[src/rtl/hubx_pkg.sv]
package hubx_pkg;

   typedef enum logic [1:0] {
      ST_LOCAL = 2'd0,
      ST_FETCH = 2'd1,
      ST_RUN   = 2'd2
   } hx_state_e;

   localparam logic [6:0] OP_HJMP     = 7'h68;
   localparam logic [4:0] OP_LBR_HIGH = 5'h17;   // 0x5C..0x5F
   localparam logic [7:0] NOP_TOPBYTE = 8'hFE;

   typedef struct packed {
      logic hjmp;
      logic lbr;
      logic nop;
   } hx_dec_t;

endpackage

[src/rtl/hubx_decode.sv]
module hubx_decode
   import hubx_pkg::*;
#(
   parameter int DATA_W  = 32,
   parameter int FIELD_W = 9,
   parameter int ADDR_W  = 20,
   parameter bit REL_EN  = 1'b1
) (
   input  logic [DATA_W-1:0] instr,
   input  logic              c_flag,
   input  logic              z_flag,
   input  logic [ADDR_W-1:0] cur_ptr,
   input  logic [DATA_W-1:0] reg_d,
   output hx_dec_t           dec,
   output logic              taken,
   output logic [ADDR_W-1:0] target
);
   localparam int COND_LO = 2 * FIELD_W;
   localparam int IMM_BIT = COND_LO + 4;
   localparam int C_BIT   = IMM_BIT + 1;
   localparam int Z_BIT   = IMM_BIT + 2;
   localparam int OP_LO   = IMM_BIT + 3;

   logic [6:0]        opc;
   logic [3:0]        cond;
   logic              bit_c, bit_z, is_imm;
   logic [ADDR_W-1:0] imm_byte, rel_target, reg_target;

   assign opc    = instr[DATA_W-1:OP_LO];
   assign cond   = instr[COND_LO+3:COND_LO];
   assign is_imm = instr[IMM_BIT];
   assign bit_c  = instr[C_BIT];
   assign bit_z  = instr[Z_BIT];

   assign dec.hjmp = (opc == OP_HJMP);
   assign dec.lbr  = (opc[6:2] == OP_LBR_HIGH);
   assign dec.nop  = (instr[DATA_W-1 -: 8] == NOP_TOPBYTE);

   assign taken = cond[{c_flag, z_flag}];

   assign imm_byte   = ADDR_W'({instr[COND_LO-1:0], 2'b00});
   assign reg_target = reg_d[ADDR_W-1:0] & ~ADDR_W'(3);

   generate
      if (REL_EN) begin : g_rel
         always_comb begin
            if (bit_c && !bit_z)      rel_target = cur_ptr + imm_byte;
            else if (bit_z && !bit_c) rel_target = cur_ptr - imm_byte;
            else                      rel_target = imm_byte;
         end
      end else begin : g_abs
         assign rel_target = imm_byte;
      end
   endgenerate

   assign target = is_imm ? rel_target : reg_target;

endmodule

[src/rtl/hubx_window.sv]
module hubx_window #(
   parameter int DATA_W = 32,
   parameter int DEPTH  = 8,
   localparam int IW    = $clog2(DEPTH)
) (
   input  logic              clk,
   input  logic              we,
   input  logic [IW-1:0]     widx,
   input  logic [DATA_W-1:0] wdata,
   input  logic [IW-1:0]     ridx,
   output logic [DATA_W-1:0] rdata
);
   logic [DATA_W-1:0] slot_q [DEPTH];

   generate
      for (genvar g = 0; g < DEPTH; g++) begin : g_slot
         always_ff @(posedge clk) begin
            if (we && (widx == IW'(g))) slot_q[g] <= wdata;
         end
      end
   endgenerate

   assign rdata = slot_q[ridx];

endmodule

[src/rtl/hubx_branch_ctrl.sv]
module hubx_branch_ctrl
   import hubx_pkg::*;
#(
   parameter int DATA_W     = 32,
   parameter int FIELD_W    = 9,
   parameter int ADDR_W     = 20,
   parameter int LINE_WORDS = 8,
   parameter bit REL_EN     = 1'b1
) (
   input  logic              clk,
   input  logic              rst_n,
   input  logic              loc_valid,
   input  logic [DATA_W-1:0] loc_instr,
   input  logic [DATA_W-1:0] reg_d,
   input  logic              c_flag,
   input  logic              z_flag,
   output logic              mem_req,
   output logic [ADDR_W-1:0] mem_addr,
   input  logic              mem_gnt,
   input  logic [DATA_W-1:0] mem_rdata,
   output logic              hub_mode,
   output logic [ADDR_W-1:0] hub_ptr,
   output logic              issue_valid,
   output logic [DATA_W-1:0] issue_instr
);
   localparam int IDX_W      = $clog2(LINE_WORDS);
   localparam int LINE_BYTES = LINE_WORDS * 4;
   localparam logic [IDX_W-1:0] IDX_LAST = IDX_W'(LINE_WORDS - 1);

   generate
      if (ADDR_W != 2 * FIELD_W + 2) begin : g_bad_addr
         $error("ADDR_W must equal two operand fields plus two scale bits");
      end
      if (DATA_W != 2 * FIELD_W + 14) begin : g_bad_data
         $error("DATA_W does not match the instruction field layout");
      end
      if (LINE_WORDS < 2 || (LINE_WORDS & (LINE_WORDS - 1)) != 0) begin : g_bad_line
         $error("LINE_WORDS must be a power of two of at least 2");
      end
   endgenerate

   hx_state_e         st;
   logic [ADDR_W-1:0] line_base;
   logic [IDX_W-1:0]  idx, fcnt;
   logic              win_valid;

   logic [DATA_W-1:0] cur_word, dec_word;
   logic              dec_valid, taken, act;
   hx_dec_t           dec;
   logic [ADDR_W-1:0] target;

   assign hub_ptr  = line_base + ADDR_W'({idx, 2'b00});
   assign mem_addr = line_base + ADDR_W'({fcnt, 2'b00});
   assign mem_req  = (st == ST_FETCH);
   assign hub_mode = (st != ST_LOCAL);

   hubx_window #(
      .DATA_W (DATA_W),
      .DEPTH  (LINE_WORDS)
   ) u_win (
      .clk   (clk),
      .we    (mem_req && mem_gnt),
      .widx  (fcnt),
      .wdata (mem_rdata),
      .ridx  (idx),
      .rdata (cur_word)
   );

   always_comb begin
      dec_word  = loc_instr;
      dec_valid = 1'b0;
      if (st == ST_RUN) begin
         dec_word  = cur_word;
         dec_valid = win_valid;
      end else if (st == ST_LOCAL) begin
         dec_valid = loc_valid;
      end
   end

   hubx_decode #(
      .DATA_W  (DATA_W),
      .FIELD_W (FIELD_W),
      .ADDR_W  (ADDR_W),
      .REL_EN  (REL_EN)
   ) u_dec (
      .instr   (dec_word),
      .c_flag  (c_flag),
      .z_flag  (z_flag),
      .cur_ptr (hub_ptr),
      .reg_d   (reg_d),
      .dec     (dec),
      .taken   (taken),
      .target  (target)
   );

   assign act         = dec_valid && !dec.nop && taken;
   assign issue_valid = (st == ST_RUN) && win_valid && !dec.nop;
   assign issue_instr = cur_word;

   always_ff @(posedge clk or negedge rst_n) begin
      if (!rst_n) begin
         st        <= ST_LOCAL;
         line_base <= '0;
         idx       <= '0;
         fcnt      <= '0;
         win_valid <= 1'b0;
      end else begin
         unique case (st)
            ST_LOCAL: begin
               if (act && dec.hjmp) begin
                  line_base <= target;
                  idx       <= '0;
                  fcnt      <= '0;
                  win_valid <= 1'b0;
                  st        <= ST_FETCH;
               end
            end
            ST_FETCH: begin
               if (mem_gnt) begin
                  fcnt <= fcnt + 1'b1;
                  if (fcnt == IDX_LAST) begin
                     win_valid <= 1'b1;
                     st        <= ST_RUN;
                  end
               end
            end
            ST_RUN: begin
               if (act && dec.hjmp) begin
                  line_base <= target;
                  idx       <= '0;
                  fcnt      <= '0;
                  win_valid <= 1'b0;
                  st        <= ST_FETCH;
               end else if (act && dec.lbr) begin
                  line_base <= hub_ptr + ADDR_W'(4);
                  idx       <= '0;
                  st        <= ST_LOCAL;
               end else if (idx == IDX_LAST) begin
                  line_base <= line_base + ADDR_W'(LINE_BYTES);
                  idx       <= '0;
                  fcnt      <= '0;
                  win_valid <= 1'b0;
                  st        <= ST_FETCH;
               end else begin
                  idx <= idx + 1'b1;
               end
            end
            default: st <= ST_LOCAL;
         endcase
      end
   end


   fetch_hold_chk: assert property (@(posedge clk) disable iff (!rst_n)
      mem_req && !mem_gnt |=> mem_req && $stable(mem_addr));


   no_issue_fetch_chk: assert property (@(posedge clk) disable iff (!rst_n)
      mem_req |-> !issue_valid);


   addr_step_chk: assert property (@(posedge clk) disable iff (!rst_n)
      mem_req && mem_gnt && (fcnt != IDX_LAST) |=> mem_addr == $past(mem_addr) + ADDR_W'(4));


   enter_hub_chk: assert property (@(posedge clk) disable iff (!rst_n)
      (st == ST_LOCAL) && act && dec.hjmp |=> mem_req && hub_mode && (hub_ptr == $past(target)));


   exit_ptr_chk: assert property (@(posedge clk) disable iff (!rst_n)
      (st == ST_RUN) && act && dec.lbr && !dec.hjmp |=> !hub_mode && (hub_ptr == $past(hub_ptr) + ADDR_W'(4)));

endmodule

[config.mk]
export PLATFORM = sky130hd
export DESIGN_NAME = hubx_branch_ctrl
export DESIGN_NICKNAME = d
export VERILOG_FILES = /design/src/rtl/hubx_pkg.sv /design/src/rtl/hubx_decode.sv /design/src/rtl/hubx_window.sv /design/src/rtl/hubx_branch_ctrl.sv
export SDC_FILE = /design/constraint.sdc
export NUM_CORES = 1
export LEC_CHECK = 0
export BUFFER_PORTS_ARGS = -buffer_cell sky130_fd_sc_hd__buf_2
export CAP_MARGIN = 10
export CORE_MARGIN = 1.5
export CORE_UTILIZATION = 40
export DETAILED_ROUTE_END_ITERATION = 7
export SLEW_MARGIN = 25
export SYNTH_ARGS = -nofsm -noshare
export SYNTH_HDL_FRONTEND = slang
export SYNTH_SLANG_ARGS = --single-unit
[constraint.sdc]
create_clock -name clk -period 14.8 [get_ports clk]
set_input_delay 2.22 -clock clk [delete_from_list [all_inputs] [get_ports clk]]
set_output_delay 2.22 -clock clk [all_outputs]
set_load 0.02 [all_outputs]
==> results_dict.tcl <==
set metrics [dict create \
    final_nets 1505 \
    port_buffers 162 \
    cts-htree-levels 1 \
    synth_seq_cells 285 \
    setup_violations 0 \
    drtIter0Drc 774 \
    cp-endpoint "line_base[19]$_DFFE_PN0P_" \
    synth_top_area_share_pct 50.1 \
    worstSkewPairLatency_ns 0.56 \
    gr-total-overflow 0 \
    cp.arrival_ns 6.90 \
    synth_area_um2 15300 \
    gp_congestion 0.950 \
    cts_resized 0 \
    fmax_ghz 0.155 \
    status "finished, final reports clean" \
    maxSlewViolCount 0 \
    syn_inst 1204 \
    antenna_found_initial 6 \
    cts_tree "yes" \
    path_delay_family "compound AO/OA/AOI/OAI gates" \
    post_drt_via_cell_ratio 5.80 \
    critPathBufInv 3 \
    finalCritPeriodShare_pct 43.7 \
    area_growth_pct 14.6 \
    powerDensity_nw_per_um2 193 \
    instances_no_fill 1881 \
    row_count 71 \
    start_util_pct 40.7 \
    cpPeakStageDelay_ns 1.01 \
    r2r_cells 16 \
    finalSetupTns_ns 0 \
    grt_pass1_wl_um 65400 \
    worst_slew_pin_slew_ns 1.04 \
    hold_class "register to register" \
    critPathSlowestCell "dfrtp_4" \
    crit_cells 16 \
    synth_cell_type_count 90 \
    vdd_ir_drop_max_mv 0.0920 \
    cts_buffers 31 \
    synth_nets 1360 \
    yosysTopAreaCell "edfxtp_1" \
    cts_root_buf "clkbuf_16" \
    grt_max_degree 58 \
    slew-limit-headroom_pct 30.3 \
    period_needed_ns 6.47 \
    power.leakage_uw 0.00651 \
    synth_seq_area_share_pct 54.9 \
    fin_skew_ns 0.0271 \
    fillCellCount 3426 \
    fp.dieH_um 199 \
    holdBufCountCts 0 \
    register_area_um2 8420 \
    hold_depth 1 \
    drtPass1Iterations 7 \
    crit_start "idx[0]$_DFFE_PN0P_" \
    dpl_cell_area_um2 16600 \
    synthArstFlopShare_pct 10.2 \
    detail-route-antenna-nets 0 \
    maxCapViolCount 0 \
    vias 10900 \
    synth_area_per_cell_um2 12.7 \
    io_pins 177 \
    die_w_um 199 \
    crit_required_ns 15.23 \
    fin_area_um2 17600 \
    cts_setup_buffers 0 \
    ys_warn_count 0 \
    end_kind "register" \
    place_hpwl_um 30000 \
    wl_um 44200 \
    wl_per_cell_um 23.5 \
    grt_pass1_vias 10600 \
    core_area_um2 37700 \
    cts.clk_slew.worst_paths_ns 0.06 \
    multi_input_area_um2 6360 \
    timing.rr.end "line_base[19]$_DFFE_PN0P_" \
    finalPower_uw 3400 \
    rsz0062_at_grt "no" \
    max-clock-path-buffers 3 \
    crit_path_start_kind "register" \
    critical_path.cell_chain "buf_4 -> mux4_2 -> mux2i_1 -> nor2_1 -> a21oi_1 -> inv_1 -> ha_1 -> inv_1 -> o31ai_1 -> a2111oi_1 -> nor4_1 -> a2111oi_1 -> o41ai_1 -> or4b_1 -> o2111ai_1 -> nor2_1" \
    fin_util_pct 46.7 \
    synthFlopType "edfxtp_1" \
    synth_area_leaders "edfxtp_1, mux4_2, dfrtp_1" \
    place_inst 1827 \
    final_hold_viol_count 0 \
    drc 0 \
    grt.total_usage_pct 22.1 \
    r2r-start "idx[0]$_DFFE_PN0P_" \
    dieArea_um2 39500 \
    synth_edf_count 256 \
    worstSetupPathType "register to register" \
    cts_num_sinks 285 \
    drive_above_1_share_pct 24.3 \
    r2r_setup_slack_ns 8.33 \
    path_max_fanout 52 \
]
## where the power goes
part	switching (uW)	internal (uW)
sequential	102	948
combinational	992	610
clock	315	435
total	1410	1990
## worst min-delay path by stage
stage / end / from / slack (ns)
after floorplan: line_base[2]$_DFFE_PN0P_ / line_base[2]$_DFFE_PN0P_ / 0.48
final: line_base[1]$_DFFE_PN0P_ / line_base[1]$_DFFE_PN0P_ / 0.53
after CTS: line_base[1]$_DFFE_PN0P_ / line_base[1]$_DFFE_PN0P_ / 0.53
after global routing: line_base[1]$_DFFE_PN0P_ / line_base[1]$_DFFE_PN0P_ / 0.54
after detailed placement: line_base[1]$_DFFE_PN0P_ / line_base[1]$_DFFE_PN0P_ / 0.52
after global placement: line_base[1]$_DFFE_PN0P_ / line_base[1]$_DFFE_PN0P_ / 0.51
## stage by stage
stage | setup WS (ns) | hold WS (ns)
after detailed placement | 8.33 | 0.516
after global placement | 8.40 | 0.510
after CTS | 8.32 | 0.535
after global routing | 7.89 | 0.541
final | 8.33 | 0.532
after floorplan | 9.67 | 0.483
## sequential cells by signal, indices dropped and copies added, names as in the netlist
| signal | flops |
|---|---|
| line_base | 20 |
| fcnt | 3 |
| idx | 3 |
| st | 2 |
| win_valid | 1 |
| u_win.slot_q | 256 |
## logic make-up after synthesis
kind of cell	synth area share [%]
muxes	11.1
xor gates and xnor gates	2.91
adders and majority gates	4.60
buffers and inverters	3.96
and+or+nand+nor	9.97
AOI/OAI and AO/OA	12.6
DFF	54.9
## cell usage after synthesis (6+ instances only)
master and count:
edfxtp_1 256, nor2_1 74, nand2_1 73, inv_1 67, a21oi_1 65, ha_1 50, mux4_2 45, mux2i_1 41
o21ai_0 35, xnor2_1 30, dfrtp_1 29, nand3_1 26, mux2_2 25, xor2_1 21, buf_2 20, and3_1 19
clkbuf_1 19, nand2b_1 18, nor3_1 18, o22ai_1 18, a221oi_1 17, buf_4 16, nor2b_1 14, nand4_1 11
a21o_1 10, a22o_1 10, a22oi_1 10, o31ai_1 10, a211oi_1 9, and2_1 7, nor4_1 7, a221o_1 6
buf_1 6, o21a_1 6, o221ai_1 6
## placed cells by master (no fill, tap or decap), types with 9 or more instances in the layout
master,netlist,final
dfrtp_1,29,26
nand2_1,73,73
buf_2,20,162
nand4_1,11,11
a22oi_1,10,10
o31ai_1,10,10
a22o_1,10,10
o21ai_0,35,34
a221oi_1,17,17
edfxtp_1,256,256
mux4_2,45,45
mux2i_1,41,41
and3_1,19,11
o22ai_1,18,18
nand2b_1,18,17
ha_1,50,50
a211oi_1,9,9
xor2_1,21,21
mux2_2,25,25
a21oi_1,65,65
buf_4,16,14
xnor2_1,30,30
nor3_1,18,18
nor2_1,74,74
nand3_1,26,26
nor2b_1,14,14
a21o_1,10,10
clkbuf_16,0,31
inv_1,67,67
## routing by layer
layer / track usage (%) / routed length, um
met3: 3.56 / 2980
met5: 0 / 57
met2: 37.2 / 21100
met4: 6.37 / 1210
met1: 29.5 / 18900
## cell type report
| type | instances | share of cell area [%] |
|---|---|---|
| clock buffers | 36 | 4.52 |
| well taps | 511 | 3.64 |
| inverters | 67 | 1.43 |
| flip-flops and latches | 285 | 47.9 |
| diodes | 1 | 0.0142 |
| repair buffers | 177 | 5.32 |
| multi-input cells | 787 | 36.2 |
| clock inverters | 17 | 1.02 |
(Power assumes the default switching activity.)
